**config.mk**
```make
export PLATFORM = sky130hd
export DESIGN_NAME = uart_irq_ctrl
export DESIGN_NICKNAME = d
export VERILOG_FILES = /design/src/rtl/uart_irq_pkg.sv /design/src/rtl/uart_irq_ier.sv /design/src/rtl/uart_irq_pend.sv /design/src/rtl/uart_irq_arb.sv /design/src/rtl/uart_irq_ctrl.sv
export SDC_FILE = /design/constraint.sdc
export NUM_CORES = 1
export LEC_CHECK = 0
export BUFFER_PORTS_ARGS = -buffer_cell sky130_fd_sc_hd__buf_2
export CAP_MARGIN = 40
export CORE_MARGIN = 3
export CORE_UTILIZATION = 38
export DETAILED_ROUTE_END_ITERATION = 10
export GPL_TIMING_DRIVEN = 0
export PLACE_DENSITY = 0.71
export SYNTH_ARGS = -nofsm -noshare
export SYNTH_HDL_FRONTEND = slang
export SYNTH_SLANG_ARGS = --single-unit
```
**constraint.sdc**
```tcl
create_clock -name clk -period 1.3 [get_ports clk]
set_clock_uncertainty 0.05 [all_clocks]
set_input_delay 0.13 -clock clk [delete_from_list [all_inputs] [get_ports clk]]
set_output_delay 0.13 -clock clk [all_outputs]
set_load 0.03 [all_outputs]
```
**src/rtl/uart_irq_pkg.sv**
```systemverilog
package uart_irq_pkg;

    localparam int NUM_SRC = 5;
    localparam int ID_W    = 4;

    // pending-vector positions
    localparam int SRC_LINE = 0;
    localparam int SRC_RXD  = 1;
    localparam int SRC_TMO  = 2;
    localparam int SRC_TX   = 3;
    localparam int SRC_MDM  = 4;

    // enable-register bit positions
    localparam int EN_RX   = 0;
    localparam int EN_TX   = 1;
    localparam int EN_LINE = 2;
    localparam int EN_MDM  = 3;
    localparam int EN_W    = 4;

    localparam logic [ID_W-1:0] ID_NONE  = 4'b0001;
    localparam logic [ID_W-1:0] ID_LINE  = 4'b0110;
    localparam logic [ID_W-1:0] ID_RXD   = 4'b0100;
    localparam logic [ID_W-1:0] ID_TMO   = 4'b1100;
    localparam logic [ID_W-1:0] ID_TX    = 4'b0010;
    localparam logic [ID_W-1:0] ID_MDM   = 4'b0000;

    typedef enum logic [2:0] {
        ST_NONE    = 3'd0,
        ST_LINE    = 3'd1,
        ST_RXDATA  = 3'd2,
        ST_RXTMO   = 3'd3,
        ST_TXEMPTY = 3'd4,
        ST_MODEM   = 3'd5
    } irq_state_e;

endpackage

```
**src/rtl/uart_irq_ier.sv**
```systemverilog
module uart_irq_ier #(
    parameter int REG_W = 8,
    parameter int EN_W  = 4
) (
    input  logic             clk,
    input  logic             rst_n,
    input  logic             wr,
    input  logic [REG_W-1:0] wdata,
    output logic [EN_W-1:0]  en_next,
    output logic [REG_W-1:0] rdata
);
    logic [EN_W-1:0] en_q;
    logic            unused_hi;

    assign unused_hi = ^wdata[REG_W-1:EN_W];
    assign en_next   = wr ? wdata[EN_W-1:0] : en_q;
    assign rdata     = {{(REG_W-EN_W){1'b0}}, en_q};

    always_ff @(posedge clk or negedge rst_n) begin
        if (!rst_n) en_q <= '0;
        else        en_q <= en_next;
    end
endmodule

```
**src/rtl/uart_irq_pend.sv**
```systemverilog
module uart_irq_pend #(
    parameter int N = 5
) (
    input  logic         clk,
    input  logic         rst_n,
    input  logic [N-1:0] set,
    input  logic [N-1:0] clr,
    output logic [N-1:0] pend_next
);
    logic [N-1:0] pend_q;

    for (genvar i = 0; i < N; i++) begin : g_src
        // an event in the same cycle as its clear wins
        assign pend_next[i] = set[i] | (pend_q[i] & ~clr[i]);

        always_ff @(posedge clk or negedge rst_n) begin
            if (!rst_n) pend_q[i] <= 1'b0;
            else        pend_q[i] <= pend_next[i];
        end
    end
endmodule

```
**src/rtl/uart_irq_arb.sv**
```systemverilog
module uart_irq_arb
    import uart_irq_pkg::*;
(
    input  logic [NUM_SRC-1:0] pend,
    input  logic [EN_W-1:0]    en,
    output irq_state_e         winner
);
    always_comb begin
        if (pend[SRC_LINE] && en[EN_LINE])     winner = ST_LINE;
        else if (pend[SRC_RXD] && en[EN_RX])   winner = ST_RXDATA;
        else if (pend[SRC_TMO] && en[EN_RX])   winner = ST_RXTMO;
        else if (pend[SRC_TX] && en[EN_TX])    winner = ST_TXEMPTY;
        else if (pend[SRC_MDM] && en[EN_MDM])  winner = ST_MODEM;
        else                                   winner = ST_NONE;
    end
endmodule

```
**src/rtl/uart_irq_ctrl.sv**
```systemverilog
module uart_irq_ctrl
    import uart_irq_pkg::*;
#(
    parameter int REG_W = 8
) (
    input  logic             clk,
    input  logic             rst_n,
    input  logic             ier_wr,
    input  logic [REG_W-1:0] ier_wdata,
    output logic [REG_W-1:0] ier_rdata,
    input  logic             iir_rd,
    input  logic             rbr_rd,
    input  logic             thr_wr,
    input  logic             lsr_rd,
    input  logic             msr_rd,
    input  logic             ls_evt,
    input  logic             rx_data_evt,
    input  logic             rx_tmo_evt,
    input  logic             thr_empty_evt,
    input  logic             ms_evt,
    output logic             irq,
    output logic [ID_W-1:0]  iid
);
    irq_state_e         state_q;
    irq_state_e         state_d;
    logic [EN_W-1:0]    en_next;
    logic [NUM_SRC-1:0] src_set;
    logic [NUM_SRC-1:0] src_clr;
    logic [NUM_SRC-1:0] pend_next;

    uart_irq_ier #(.REG_W(REG_W), .EN_W(EN_W)) u_ier (
        .clk     (clk),
        .rst_n   (rst_n),
        .wr      (ier_wr),
        .wdata   (ier_wdata),
        .en_next (en_next),
        .rdata   (ier_rdata)
    );

    always_comb begin
        src_set           = '0;
        src_set[SRC_LINE] = ls_evt;
        src_set[SRC_RXD]  = rx_data_evt;
        src_set[SRC_TMO]  = rx_tmo_evt;
        src_set[SRC_TX]   = thr_empty_evt;
        src_set[SRC_MDM]  = ms_evt;

        src_clr           = '0;
        src_clr[SRC_LINE] = lsr_rd;
        src_clr[SRC_RXD]  = rbr_rd;
        src_clr[SRC_TMO]  = rbr_rd;
        src_clr[SRC_TX]   = thr_wr | (iir_rd && (state_q == ST_TXEMPTY));
        src_clr[SRC_MDM]  = msr_rd;
    end

    uart_irq_pend #(.N(NUM_SRC)) u_pend (
        .clk       (clk),
        .rst_n     (rst_n),
        .set       (src_set),
        .clr       (src_clr),
        .pend_next (pend_next)
    );

    uart_irq_arb u_arb (
        .pend   (pend_next),
        .en     (en_next),
        .winner (state_d)
    );

    // state register
    always_ff @(posedge clk or negedge rst_n) begin
        if (!rst_n) state_q <= ST_NONE;
        else        state_q <= state_d;
    end

    // outputs decoded from the registered state
    always_comb begin
        irq = 1'b1;
        unique case (state_q)
            ST_NONE:    begin iid = ID_NONE; irq = 1'b0; end
            ST_LINE:    iid = ID_LINE;
            ST_RXDATA:  iid = ID_RXD;
            ST_RXTMO:   iid = ID_TMO;
            ST_TXEMPTY: iid = ID_TX;
            ST_MODEM:   iid = ID_MDM;
            default:    begin iid = ID_NONE; irq = 1'b0; end
        endcase
    end
endmodule

```
# [After elaboration in Yosys (flattened, before gate mapping)]
# Cells that the tools add are included.
[word_totals] reg_bits=12 latchBits=0 mem_bits_rw=0 mem_bits_ro=0 in_bits=21 out_inout_bits=13 memories=0
[classes] n_addsub=0 n_mul=0 n_div=0 n_lt_le_gt_ge=0 eq_ne=5 n_shift=0 n_mux=8 bitwise_logic=15 reduce_logical=7
[op_table] cell="$pmux W4 S5" count=1
[op_table] cell="$mux W3" count=5
[op_table] cell="$eq A3 B2 Y1 const B" count=2
[op_table] cell="$eq A3 B3 Y1 const B" count=2
[op_table] cell="$logic_and A1 B1 Y1" count=6
[op_table] cell="$or A1 B1 Y1" count=6
[op_table] cell="$and A1 B1 Y1" count=5
[op_table] cell="$reduce_or A5 Y1" count=1
[op_table] cell="$mux W4" count=1
[op_table] cell="$not A1 Y1" count=4
[op_table] cell="$eq A3 B1 Y1 const B" count=1
[op_table] cell="$mux W1" count=1

# [Depth between registers and ports, before layout]
# Gate-level depths: netlist of the first run.
[depth] ltp_word=11 depth_mapped=4 mapped_depth_nobuf=4

# [Cells and area by module]
# A second synthesis of the first run with hierarchy kept.
[hier_totals] hier_cells=54 hier_area_um2=610.6
[by_module_without_submodules] mod="uart_irq_pend" instances=1 cells_each=15 area_each_um2=181.4 seq_area_each_um2=125.1
[by_module_without_submodules] mod="uart_irq_ier" instances=1 cells_each=13 area_each_um2=178.9 seq_area_each_um2=100.1
[by_module_without_submodules] mod="uart_irq_ctrl" instances=1 cells_each=16 area_each_um2=168.9 seq_area_each_um2=75.1
[by_module_without_submodules] mod="uart_irq_arb" instances=1 cells_each=10 area_each_um2=81.3 seq_area_each_um2=0.0

# [Worst setup path after synthesis of the first run]
# OpenSTA, ideal clock, no wires.
[synth_path] kind="flip-flop to output port" start="register state_q[0]" end="output port iid[0]" arrival_time_ps=1179 t_required_ps=1120 setup_slack_ps=-59 stages_incl_launch_ff=4 cell_sequence="dfrtp_1 > or2_1 > o21a_1 > inv_1"
[synth_via] elab_chain_cells=2 word_cells_on_any_way=6 cone_classes="eq/ne: 5; mux: 1"
[synth_rtl] element="start: declaration" line="uart_irq_ctrl.sv:24" source="irq_state_e state_q;"
[synth_rtl] element="start signal: assignment" line="uart_irq_ctrl.sv:73" source="else state_q <= state_d;"
[synth_rtl] element="$eq A3 B3 Y1 (tied with other cells)" line="uart_irq_ctrl.sv:79" source="unique case (state_q)"
[synth_rtl] element="$pmux W4 S5 *" line="uart_irq_ctrl.sv:79"
[synth_rtl] element="end: declaration" line="uart_irq_ctrl.sv:22" source="output logic [ID_W-1:0] iid"
# Every way passes the cells marked *; elsewhere a longest branch is shown, timed or not.

# [Worst setup path after layout of the first run]
[layout_path] start="register state_q[1]" end="output port irq"
[layout_via] elab_chain_cells=3 word_cells_on_any_way=7 cone_classes="eq/ne: 5; mux: 1; reduce/logical: 1"
[layout_rtl] element="$eq A3 B3 Y1 (tied with other cells)" line="uart_irq_ctrl.sv:79"
[layout_rtl] element="$reduce_or A5 Y1 (no source line) *"
[layout_rtl] element="$mux W1 *" line="uart_irq_ctrl.sv:79"
[layout_rtl] element="end: declaration" line="uart_irq_ctrl.sv:21" source="output logic irq,"
# Marks and branches as above.

==> results of run 1 <==
[cell type report]
cell class,instances,area share (%)
repair buffers,30,20.9
inverters,3,1.30
plain buffers,4,3.46
flip-flops and latches,12,34.6
multi-input cells,41,33.4
well taps,15,2.16
clock buffers,4,4.18
[worst max-delay path by stage]
stage	slack, ps	from	to
6_report	-150	state_q[1]	irq
5_1_grt	-190	state_q[1]	iid[0]
4_1_cts	-140	state_q[1]	irq
3_5_place_dp	-6	state_q[0]	state_q[0]
3_3_place_gp	-3	state_q[0]	state_q[0]
2_1_floorplan	6	state_q[0]	iid[0]
[state kept, by name (all words and copies together) (netlist names)]
register       count
u_pend.pend_q      5
state_q            3
u_ier.en_q         4
[per-layer routing]
layer | wire length (µm) | vias to the layer above | global-route usage (%)
met5 | 0 | - | 0
li1 | - | 261 | -
met3 | 104 | 2 | 5.86
met2 | 609 | 21 | 23.1
met1 | 512 | 238 | 14.7
met4 | 11 | 0 | 5.11
[Yosys cell counts, types with 2 or more instances]
cell type  instances
dfrtp_1           12
a21oi_1            2
nor2_1             5
nand2_1            3
buf_4              4
mux2_2             2
or2_2              3
nor2b_1            4
inv_1              3
[critical path: cells and delay by family, from the launching register on]
family / cells / cell delay, ps
and+or+nand+nor: 1 / 250
AOI/OAI and AO/OA: 1 / 200
DFF: 1 / 380
buffers and inverters: 1 / 170
[kinds of logic after synthesis]
kind of cell	count (synthesis)	share of synthesized area, %
simple gates	20	17.0
compound gates	12	17.2
flops	12	48.6
buf+inv	8	7.49
mux	4	7.69
xor+xnor	1	1.42
other cells	1	0.607
[metrics by stage]
stage	setup TNS (ps)	cell area, µm²	setup slack, ps	cells	hold slack (ps)
final	-397	868	-145	109	29.2
after global routing	-661	868	-193	109	36.0
after CTS	-407	858	-144	108	25.5
after detailed placement	-6.40	773	-6.40	101	-29.4
after global placement	-3.18	773	-3.18	101	-29.1
after floorplan	0	629	6.01	61	-216
[timing repair]
item                                    in CTS  in global routing
endpoints found under the setup margin       4                  6
hold endpoints to repair                    12                  0
gates resized for setup                      7                  2
setup buffers                                3                  1
hold buffers                                 1                  0
pin swaps                                    3                  1
[where the power goes]
part / switching [mW] / leakage [nW] / internal, mW
Sequential: 0.0203 / 0.138 / 0.408
Clock: 0.126 / 0.0210 / 0.170
Combinational: 0.221 / 0.273 / 0.170
Total: 0.366 / 0.432 / 0.749
==> results.tsv, run 1 <==
metric	value	unit
ant_nets	0	
htree_num_levels	1	
worstHoldStart	ms_evt	
postSynth.asyncResetShare	100	%
critical-path-max-stage-delay	380	ps
place_congestion	0.762	
ios	34	
seq_area_frac_synth	48.6	%
cts_buffer_depth	2	
die_y	46.3	µm
violations	negative setup slack	
routed_via_density	4.79	
grt_max_degree	13	
path_clk_slew	80	ps
hp-class	input pin to register	
fillers	120	
n_antenna_cell	0	
cts.sinks	12	
end_kind	output port	
setup_ws	-145	ps
final_cell_mix	20 x buf_2, 12 x buf_4, 12 x dfrtp_1	
antenna_found_initial	0	
holdPathStages	2	
setup_violations	4	
dieArea	2150	µm²
worstHoldEndpoint	u_pend.pend_q[4]	
syn_to_final_growth	40.5	%
reg2reg_setup_slack	-60	ps
drt_wl_total	1.24	mm
wl_per_cell	11.3	µm
worstPathMaxFanout	2	
multi_input_area	290	µm²
start_util	43.7	%
cpMaxStageDelayCell	dfrtp_1	
outcome	finished, violations left	
die_w	46.3	µm
rsz0062_at_grt	true	
critPathKind	register to output port	
root_buffer	clkbuf_4	
grt.overflow.total	0	
port_buffers	25	
synth_top_area_share	48.6	%
synthTopCellsByArea	dfrtp_1 49%, buf_4 4.9%, nor2b_1 4.0%, mux2_2 3.6%, nor2_1 3.0%	
r2r-start	state_q[1]	
core_area	1420	µm²
finalPower	1.12	mW
final.min_clock_period	1450	ps
layout_commonest_cell	buf_2	
vdd_drop_max	870	µV
drv_slew	0	
drt_iter0_drc	4	
reg2reg_depth	4	
syn-cell-area	618	µm²
ys_seq_elements	12	
vias	522	
grtUsageTotal	13.6	%
route.detailed.drc	0	
yosys_warnings	0	
cts_buffers	3	
yosysTopAreaCell	dfrtp_1	
synth_cell_types	29	
firstDrtPassIters	2	
p_leak	0.432	nW
cts_tree	yes	
start_kind	register	
final_util	61.4	%
arrival	1270	ps
synth-edff-count	0	
max_freq	692	MHz
hpwl	959	µm
rows	13	
grt_pass1_vias	481	
hold_violations	0	
cellPowerDensity	1280	nW/µm²
synth_cells	58	
period_share	111	%
ys.flop_type	dfrtp_1	
grt_pass1_wl	1.98	mm
seq_area	300	µm²
finalNetCount	116	
syn_area_per_cell	10.7	µm²
max_cap_viol_count	0	
drive_above_1_share	51.1	%
clk_latency	270	ps
r2r-end	state_q[0]	
worstPathRequired	1120	ps
crit_chain	or2_1 > o21a_1 > buf_4	
Power figures use the tool's default switching activity.
==> run 2, diff against run 1 <==
--- a/config.mk
+++ b/config.mk
@@ -11,6 +11,7 @@
 export CORE_UTILIZATION = 38
 export DETAILED_ROUTE_END_ITERATION = 10
 export GPL_TIMING_DRIVEN = 0
+export MAX_ROUTING_LAYER = met4
 export PLACE_DENSITY = 0.71
 export SYNTH_ARGS = -nofsm -noshare
 export SYNTH_HDL_FRONTEND = slang
==> constraint.sdc (replaced) <==
create_clock -name clk -period 1.3 [get_ports clk]
set_clock_uncertainty 0.05 [all_clocks]
set_input_delay 0.065 -clock clk [delete_from_list [all_inputs] [get_ports clk]]
set_output_delay 0.065 -clock clk [all_outputs]
set_load 0.03 [all_outputs]
==> run 2 against run 1 <==
  * The flow still finishes with violations (negative setup slack)
  * Non-clock buffer count increased by 8
  * Critical path depth is 2 higher
  * Sequential share of layout area down 3.1 points
  * Global-route usage grew 2.7 points
  * Clock-buffer cell count stayed put
  * Die area unchanged
  * Via count is 8.2% higher
  * Hold slack lost 11 ps
  * Power up 3.8%
  * Final area up 9.8%
  * Critical path type unchanged
==> results.tsv, run 2 (synthesis gave the netlist of run 1 again) <==
metric	value	unit	change
die_y	46.3	µm	unchanged
route.detailed.drc	0		unchanged
place_congestion	0.772		+1.2%
start_util	43.7	%	unchanged
vias	565		+8.2%
reg2reg_depth	4		unchanged
clkPwrFrac	25.9	%	-0.6 points
reg2reg_setup_slack	-70	ps	about the same
p_int	0.772	mW	+3.1%
htree_num_levels	1		unchanged
die_w	46.3	µm	unchanged
final_cell_mix	21 x buf_2, 12 x dfrtp_1, 11 x buf_4, 8 x dlygate4sd3_1		
cpMaxStageDelayCell	dfrtp_1		
largest_reg_flops	5		unchanged
rsz0062_at_grt	true		
root_buffer	clkbuf_4		
arrival	1270	ps	about the same
hpwl	964	µm	+0.57%
layout_commonest_cell	buf_2		
placed_cells	101		unchanged
cts_tree	yes		
end_kind	output port		
n_antenna_cell	0		unchanged
r2r-start	state_q[0]		
port_buffers	25		unchanged
cp.depth	5		+2
drt_wl_total	1.45	mm	+17%
finalNetCount	124		+6.9%
grtUsageTotal	16.3	%	+2.7 points
ant_nets	0		unchanged
largestRegisters	u_pend.pend_q (5), u_ier.en_q (4), state_q (3)		
wl_per_cell	12.4	µm	+8.8%
pwr-share-seq	37.2	%	-1.2 points
regMostFlops	u_pend.pend_q		
critical-path-max-stage-delay	380	ps	about the same
syn_to_final_growth	54.3	%	
cts_buffer_depth	2		unchanged
drt_iter0_drc	6		+2
cts_buffers	3		unchanged
comb_power_share	36.9	%	+1.9 points
start_kind	register		
hold_violations	0		unchanged
crit_chain	buf_4 > buf_6 > xnor2_1 > nor2_1 > buf_4		
firstDrtPassIters	4		+2
rows	13		unchanged
routed_via_density	4.83		+0.84%
fillers	118		-1.7%
critPathKind	register to output port		
drive_above_1_share	49.0	%	-2.0 points
p_leak	0.467	nW	+8.1%
crit_family	buffers and inverters		
sw_frac_of_total	33.3	%	+0.41 points
grt_max_degree	13		unchanged
grt_pass1_vias	537		+12%
outcome	finished, violations left		
place_ws	-6.76	ps	-0.354 ps
core_area	1420	µm²	unchanged
cts.sinks	12		unchanged
period_share	107	%	-4.5 points
grt_pass1_wl	2.26	mm	+14%
clk_latency	280	ps	about the same
worstPathRequired	1190	ps	+70 ps
max_freq	721	MHz	+4.2%
fin_tns_setup	-345	ps	+51.8 ps
antenna_found_initial	0		unchanged
endpoint	iid[1]		
worstSetupStartpoint	state_q[0]		
cellPowerDensity	1210	nW/µm²	-5.5%
ios	34		unchanged
setup_ws	-86.6	ps	+58.5 ps
path_clk_slew	80	ps	about the same
dieArea	2150	µm²	unchanged
grt.overflow.total	0		unchanged
final_cells	117		+7.3%
hp-class	input pin to register		
violations	negative setup slack		
final.min_clock_period	1390	ps	-58.5 ps
vdd_drop_max	801	µV	-8.0%
worstPathMaxFanout	3		+1
crit_top_cell	buf_4		
r2r-end	state_q[0]		
path_buf_inv	3		+2
setup_violations	5		+1
drv_slew	0		unchanged
max_cap_viol_count	0		unchanged
switchingPower	0.385	mW	+5.1%
## run 2: cell types whose count changed in the layout (fill, tap and decap cells not counted)
cell | before | now
o221ai_1 | 1 | 0
o221ai_2 | 0 | 1
buf_6 | 1 | 2
buf_2 | 20 | 21
buf_4 | 12 | 11
dlygate4sd3_1 | 1 | 8
## run 2: routing by layer
layer	global-route usage, %	vias up	routed length, µm
met4	9.09	0	51
met3	6.25	8	108
met2	26.9	24	736
met5	-	-	0
met1	16.1	255	549
li1	-	278	-
## run 2: how the worst min path moves through the flow
stage	startpoint	to	slack, ps	cells past startpoint
final	ier_wdata[2]	u_ier.en_q[2]	20	2
after global routing	ier_wdata[2]	u_ier.en_q[2]	20	2
after CTS	ier_wdata[2]	u_ier.en_q[2]	10	2
after detailed placement	rst_n	u_pend.pend_q[4]	-100	1
after global placement	rst_n	u_pend.pend_q[4]	-90	1
after floorplan	rst_n	state_q[0]	-280	0
## run 2: power groups by stage
| stage | sequential, mW | combinational (mW) | clock (mW) |
|---|---|---|---|
| floorplan | 0.458 | 0.211 | 0 |
| global placement | 0.434 | 0.327 | 0 |
| detailed placement | 0.436 | 0.330 | 0 |
| CTS | 0.423 | 0.402 | 0.308 |
| global route | 0.434 | 0.460 | 0.329 |
| finish | 0.430 | 0.427 | 0.300 |
## run 2: area by class of cell
cell class,instances,area (µm²),area share [%]
Timing Repair Buffer,38,260,27.3
Inverter,3,11.3,1.18
Multi-Input combinational cell,41,297,31.1
Buffer,4,30.0,3.15
Sequential cell,12,300,31.5
Clock buffer,4,36.3,3.81
Tap cell,15,18.8,1.97
## run 2: timing repair
action | 4_1_cts | 5_1_grt
hold endpoints to repair | 19 | 0
pin swaps | 3 | 3
endpoints found under the setup margin | 4 | 6
setup buffers | 4 | 1
resized for setup | 4 | 8
hold buffers | 8 | 0
## run 2: metrics by stage
| step | power [mW] | instance area, µm² | util (%) | hold slack (ps) |
|---|---|---|---|---|
| 2_1_floorplan | 0.669 | 629 | - | -281 |
| 3_5_place_dp | 0.766 | 773 | 54.6 | -98.6 |
| 5_1_grt | 1.22 | 953 | 67.4 | 16.9 |
| 3_3_place_gp | 0.761 | 773 | 54.6 | -94.1 |
| 6_report | 1.16 | 953 | 67.4 | 18.6 |
| 4_1_cts | 1.13 | 935 | 66.0 | 13.9 |
